<file path="config.mk">
export PLATFORM = sky130hd
export DESIGN_NAME = mem_refresh_sched
export DESIGN_NICKNAME = d
export VERILOG_FILES = /design/src/rtl/rsched_pkg.sv /design/src/rtl/rsched_interval_timer.sv /design/src/rtl/rsched_owed_counter.sv /design/src/rtl/rsched_arb_fsm.sv /design/src/rtl/mem_refresh_sched.sv
export SDC_FILE = /design/constraint.sdc
export NUM_CORES = 1
export LEC_CHECK = 0
export ABC_AREA = 1
export BUFFER_PORTS_ARGS = -buffer_cell sky130_fd_sc_hd__buf_2
export CORE_MARGIN = 5
export CORE_UTILIZATION = 40
export DETAILED_ROUTE_END_ITERATION = 12
export MAX_ROUTING_LAYER = met4
export PLACE_DENSITY = 0.56
export SETUP_SLACK_MARGIN = 0.3
export SLEW_MARGIN = 20
export SYNTH_ARGS = -nofsm -noshare
export SYNTH_HDL_FRONTEND = slang
export SYNTH_HIERARCHICAL = 1
export SYNTH_SLANG_ARGS = --single-unit
</file>
<file path="constraint.sdc">
create_clock -name clk -period 3.7 [get_ports clk]
set_clock_uncertainty 0.1 [all_clocks]
set_input_delay 0.185 -clock clk [delete_from_list [all_inputs] [get_ports clk]]
set_output_delay 0.185 -clock clk [all_outputs]
set_load 0.05 [all_outputs]
</file>
<file path="src/rtl/rsched_pkg.sv">
package rsched_pkg;

    typedef enum logic [2:0] {
        ST_IDLE      = 3'd0,
        ST_NORTH     = 3'd1,
        ST_SOUTH     = 3'd2,
        ST_REF_ISSUE = 3'd3,
        ST_REF_WAIT  = 3'd4
    } arb_state_t;

endpackage

</file>
<file path="src/rtl/rsched_interval_timer.sv">
module rsched_interval_timer #(
    parameter int CNT_W = 12
) (
    input  logic             clk,
    input  logic             rst_n,
    input  logic [CNT_W-1:0] interval,
    output logic             expire
);

    localparam logic [CNT_W-1:0] STEP = CNT_W'(1);

    logic [CNT_W-1:0] cnt_q;
    logic             enabled;

    assign enabled = (interval != '0);
    // ">=" so that lowering the interval below the running count still expires
    assign expire  = enabled && (cnt_q >= (interval - STEP));

    always_ff @(posedge clk) begin
        if (!rst_n) begin
            cnt_q <= '0;
        end else if (!enabled || expire) begin
            cnt_q <= '0;
        end else begin
            cnt_q <= cnt_q + STEP;
        end
    end

endmodule

</file>
<file path="src/rtl/rsched_owed_counter.sv">
module rsched_owed_counter #(
    parameter int PEND_W = 4
) (
    input  logic              clk,
    input  logic              rst_n,
    input  logic              enable,
    input  logic              expire,
    input  logic              issue,
    output logic [PEND_W-1:0] pend,
    output logic              owed
);

    localparam logic [PEND_W-1:0] MAXV = {PEND_W{1'b1}};
    localparam logic [PEND_W-1:0] STEP = PEND_W'(1);

    logic [PEND_W-1:0] pend_q;

    always_ff @(posedge clk) begin
        if (!rst_n) begin
            pend_q <= '0;
        end else if (!enable) begin
            pend_q <= '0;
        end else begin
            case ({expire, issue})
                2'b10: if (pend_q != MAXV) pend_q <= pend_q + STEP;
                2'b01: if (pend_q != '0)   pend_q <= pend_q - STEP;
                default: pend_q <= pend_q;
            endcase
        end
    end

    assign pend = pend_q;
    assign owed = (pend_q != '0);

endmodule

</file>
<file path="src/rtl/rsched_arb_fsm.sv">
module rsched_arb_fsm
    import rsched_pkg::*;
#(
    parameter int BURST_W = 4
) (
    input  logic               clk,
    input  logic               rst_n,
    input  logic               owed,
    input  logic [BURST_W-1:0] cfg_burst,
    input  logic               north_req,
    input  logic               north_done,
    input  logic               south_req,
    input  logic               south_done,
    input  logic               ref_done,
    output logic               north_gnt,
    output logic               south_gnt,
    output logic               ref_strobe
);

    localparam int                 EXT_W = BURST_W + 1;
    localparam logic [EXT_W-1:0]   ONE_E = EXT_W'(1);
    localparam logic [BURST_W-1:0] ONE_B = BURST_W'(1);

    arb_state_t         state_q, state_d;
    logic [BURST_W-1:0] tcnt_q;
    logic               last_north_q;
    logic [EXT_W-1:0]   limit_ext;
    logic               burst_last;

    assign limit_ext  = (cfg_burst == '0) ? ONE_E : {1'b0, cfg_burst};
    assign burst_last = north_done && (({1'b0, tcnt_q} + ONE_E) >= limit_ext);

    // Next-state selection
    always_comb begin
        state_d = state_q;
        unique case (state_q)
            ST_IDLE: begin
                if (owed) begin
                    state_d = ST_REF_ISSUE;
                end else if (north_req && (!last_north_q || !south_req)) begin
                    state_d = ST_NORTH;
                end else if (south_req) begin
                    state_d = ST_SOUTH;
                end
            end
            ST_NORTH: begin
                if (!north_req || burst_last) state_d = ST_IDLE;
            end
            ST_SOUTH: begin
                if (south_done) state_d = ST_IDLE;
            end
            ST_REF_ISSUE: state_d = ST_REF_WAIT;
            ST_REF_WAIT: begin
                if (ref_done) state_d = ST_IDLE;
            end
            default: state_d = ST_IDLE;
        endcase
    end

    // State register
    always_ff @(posedge clk) begin
        if (!rst_n) state_q <= ST_IDLE;
        else        state_q <= state_d;
    end

    // Tenure completion count and round-robin memory
    always_ff @(posedge clk) begin
        if (!rst_n) begin
            tcnt_q       <= '0;
            last_north_q <= 1'b0;
        end else begin
            if (state_q != ST_NORTH)  tcnt_q <= '0;
            else if (north_done)      tcnt_q <= tcnt_q + ONE_B;
            if (state_q == ST_IDLE && state_d == ST_NORTH) last_north_q <= 1'b1;
            if (state_q == ST_IDLE && state_d == ST_SOUTH) last_north_q <= 1'b0;
        end
    end

    // Outputs decoded from state
    always_comb begin
        north_gnt  = 1'b0;
        south_gnt  = 1'b0;
        ref_strobe = 1'b0;
        unique case (state_q)
            ST_NORTH:     north_gnt  = 1'b1;
            ST_SOUTH:     south_gnt  = 1'b1;
            ST_REF_ISSUE: ref_strobe = 1'b1;
            default: ;
        endcase
    end

endmodule

</file>
<file path="src/rtl/mem_refresh_sched.sv">
module mem_refresh_sched #(
    parameter int CNT_W   = 12,
    parameter int PEND_W  = 4,
    parameter int BURST_W = 4
) (
    input  logic               clk,
    input  logic               rst_n,
    input  logic [CNT_W-1:0]   cfg_ref_interval,
    input  logic [BURST_W-1:0] cfg_north_burst,
    input  logic               north_req,
    input  logic               north_done,
    input  logic               south_req,
    input  logic               south_done,
    input  logic               ref_done,
    output logic               north_gnt,
    output logic               south_gnt,
    output logic               ref_strobe
);

    logic              ref_due;
    logic              ref_owed;
    logic              ref_enable;
    logic [PEND_W-1:0] pend_cnt;

    assign ref_enable = (cfg_ref_interval != '0);

    rsched_interval_timer #(.CNT_W(CNT_W)) u_timer (
        .clk      (clk),
        .rst_n    (rst_n),
        .interval (cfg_ref_interval),
        .expire   (ref_due)
    );

    rsched_owed_counter #(.PEND_W(PEND_W)) u_owed (
        .clk    (clk),
        .rst_n  (rst_n),
        .enable (ref_enable),
        .expire (ref_due),
        .issue  (ref_strobe),
        .pend   (pend_cnt),
        .owed   (ref_owed)
    );

    rsched_arb_fsm #(.BURST_W(BURST_W)) u_fsm (
        .clk        (clk),
        .rst_n      (rst_n),
        .owed       (ref_owed),
        .cfg_burst  (cfg_north_burst),
        .north_req  (north_req),
        .north_done (north_done),
        .south_req  (south_req),
        .south_done (south_done),
        .ref_done   (ref_done),
        .north_gnt  (north_gnt),
        .south_gnt  (south_gnt),
        .ref_strobe (ref_strobe)
    );

endmodule

</file>
==> key figures <==
Finish
  • # diodes: 0
  • Layout area overhead: 10.79%
  • Finished Layout Cells: 406
  • Filler Cells Inserted: 567
  • Layout Utilization: 0.4598
  • # nets final: 381
  • Final instance area: 2364 µm²
  • Layout cell share with drive strength beyond 1: 0.2232

Global routing
  • GRT Residual Overflow: 0
  • Global Route Usage Sum: 0.1345
  • Met3 GRT Util: 0.03069
  • Met2 usage: 0.2274
  • First-pass GRT wire length: 7.686 mm
  • Largest net degree at the start of global routing: 13
  • Grt peak-use layer: met2
  • Initial antenna violation count: 0
  • Met1 Use GR: 0.1673
  • Number of global-route vias before repair: 1821

Worst setup path
  • Crit path top cell by count: nand2_1
  • Worst endpoint required time: 3800 ps
  • Capturing point of the worst reg2reg path: u_owed/pend[2]
  • Critical Path Max Stage Delay: 270 ps
  • Cell at the slowest stage of the critical path: ha_1
  • Reg2Reg Depth: 15
  • Crit path kind: in2reg
  • CP Launch Type: input port
  • CP max FO: 4
  • Worst r2r src: u_timer/cnt_q[7]
  • Top delay family on crit path: simple AND/OR/NAND/NOR gates
  • CP Data Arrival Time: 3070 ps
  • Worst Setup End Kind: flop
  • R2r setup slk: 1250 ps
  • Bufs and invs on worst path: 7

Detailed routing
  • Via Count: 1819
  • WL per Instance: 10.36 µm
  • DRC Markers: 0
  • DRT Pass-1 Iters: 6
  • Remaining antenna violation count after routing: 0
  • Final WL: 4.206 mm
  • Initial drt markers: 59
  • Vias per std cell: 4.480

Clock network
  • Postcts setup bufs: 0
  • CTS tree: yes
  • Clock Pin Slew Worst Setup and Hold Paths: 90 ps
  • Num CTS Buffers: 3
  • Clock latency on the worst-skew pair: 270 ps
  • Cts hold-fix bufs: 0
  • Clock Sinks: 24
  • CTS resizes: 0
  • Clock Root Buffer: clkbuf_8
  • Maximum clock insertion buffer count: 2
  • CTS H-tree depth: 1

STA
  • Setup tns final: 0 ps
  • Worst hold slack: 101.3 ps
  • Fin. max-slew vios: 0
  • Crit share post-route: 0.8018
  • RSZ-0062 raised after global routing: false
  • Slew margin rel.: 0.5765
  • Setup violations, final: 0
  • Worst setup margin: 733.5 ps
  • Crit path time final: 2967 ps
  • Final hold vios: 0
  • Worst Tran Pin Value: 633.8 ps
  • Max frequency: 337.1 MHz

Floorplanning
  • DIE WIDTH: 83.03 µm
  • Core area: 5140 µm²
  • Row Count: 26
  • Die height: 83.03 µm
  • Starting Density: 0.4150
  • Die Area: 6894 µm²
  • IO Pins: 26

Synthesis
  • Syn_area_per_cell: 6.904 µm²
  • #FFs+latches synth: 24
  • Yosys cell types: 30
  • Syn nets: 352
  • Number of synthesized flops with an enable pin: 0
  • Cells after synthesis: 309
  • Register area share after synthesis: 0.2252
  • Async S/R FF share, synth: 0
  • Mapped cell area: 2133 µm²
  • Ys flop type: dfxtp_1
  • Synth warn: 6

Power
  • Worst IR drop on VDD: 0.1593 mV
  • Sequential power share: 0.482
  • Sw Share: 0.3124
  • P_leak: 1.150 nW
  • Switching pwr: 0.1792 mW
  • Tot Pwr: 0.5737 mW
  • Clk pwr share: 0.270
  • Power share of the combinational group: 0.247
  • Internal: 0.3945 mW
  • PD cells: 242.7 nW/µm²

Worst hold path
  • Hold Crit Depth: 3
  • Hold WC Path Type: in2reg
  • Min-delay src: north_done
  • Worst hold endpoint: u_fsm/tcnt_q[1]

Place
  • Gpl congestion: 0.7896
  • Placed inst area: 2322 µm²
  • Post-placement cell count: 403
  • Pre-CTS setup slack: 445.3 ps
  • Post-DP HPWL: 3.488 mm
  • PortBufs: 25

Run status
  • Status: complete, no violations

Run
  • Max-capacitance violation count: 0
[worst max path at each step]
stage                      to  slack, ps           startpoint  cells after the start
6_report       u_owed/pend[2]        730  cfg_ref_interval[0]                     25
5_1_grt        u_owed/pend[2]        350  cfg_ref_interval[0]                     25
4_1_cts        u_owed/pend[2]        720  cfg_ref_interval[0]                     25
3_5_place_dp   u_owed/pend[2]        450  cfg_ref_interval[0]                     25
3_3_place_gp   u_owed/pend[2]        510  cfg_ref_interval[0]                     25
2_1_floorplan  u_owed/pend[2]        550  cfg_ref_interval[0]                     23
[cells in the final DEF, fill, tap and decap left out, types with 3 or more instances in the layout]
master / count
nand2_1: 67
inv_1: 53
buf_2: 25
dfxtp_1: 24
nor2_1: 23
nand3_1: 20
ha_1: 20
xor2_1: 13
a21oi_1: 13
nor3_2: 11
nand2_2: 10
xnor2_1: 7
inv_2: 6
nor3_1: 5
o21ai_1: 5
nor2_2: 4
nand4_1: 4
nor2_4: 4
clkbuf_8: 3
o21ai_0: 3
[sequential cells by signal, summed over array words and instances (netlist names)]
register / cells
u_fsm/tcnt_q: 4
u_fsm/last_north_q: 1
u_fsm/state_q: 3
u_owed/pend: 4
u_timer/cnt_q: 12
[worst min-delay path, cell delays in order]
cell     delay, ps
buf_2          130
nand2_1         60
a21oi_1         50
[cells in the mapped netlist (2+ instances only)]
cell type / n / area share
nand2_1: 67 / 0.12
inv_1: 53 / 0.093
dfxtp_1: 24 / 0.23
nor2_1: 23 / 0.040
ha_1: 20 / 0.12
nand3_1: 20 / 0.047
a21oi_1: 13 / 0.030
xor2_1: 13 / 0.053
nor3_2: 11 / 0.052
nand2_2: 10 / 0.029
xnor2_1: 7 / 0.029
inv_2: 6 / 0.011
nor3_1: 5 / 0.012
o21ai_1: 5 / 0.012
nand4_1: 4 / 0.012
nor2_2: 4 / 0.012
nor2_4: 4 / 0.021
o21ai_0: 3 / 0.0070
a21oi_2: 2 / 0.0082
nand2_4: 2 / 0.011
nand3_2: 2 / 0.0094
nand3b_1: 2 / 0.0070
o21ai_2: 2 / 0.0082
[cells by family (layout without fill, tap and decap cells)]
logic type      after synthesis  after routing  share of synthesized area
simple gates                156            156                     0.3783
fa+ha+maj                    20             20                     0.1173
xor+xnor                     20             20                    0.08211
buf+inv                      61             88                     0.1185
compound gates               28             28                    0.07859
flops                        24             24                     0.2252
[power groups by stage]
stage	logic [mW]	registers (mW)	clock network, mW
after floorplan	0.108	0.281	0
after global placement	0.141	0.282	0
after detailed placement	0.143	0.283	0
after CTS	0.144	0.277	0.166
after global routing	0.163	0.278	0.176
final	0.142	0.277	0.155
[final cells by class]
| type | count | area, µm² | area share |
|---|---|---|---|
| inverter | 59 | 221.5 | 0.09370 |
| clock buffer | 3 | 41.29 | 0.01747 |
| multi-input combinational | 224 | 1400 | 0.5924 |
| tap | 70 | 87.58 | 0.03706 |
| timing repair buffer | 26 | 132.6 | 0.05611 |
| sequential | 24 | 480.5 | 0.2033 |
[metal layers]
| layer | wire length [µm] | vias to the layer above |
|---|---|---|
| li1 | - | 1027 |
| met1 | 2105 | 779 |
| met2 | 1980 | 11 |
| met3 | 101 | 2 |
| met4 | 17 | 0 |
| met5 | 0 | - |
No activity file was read; power rests on OpenSTA's default activity.
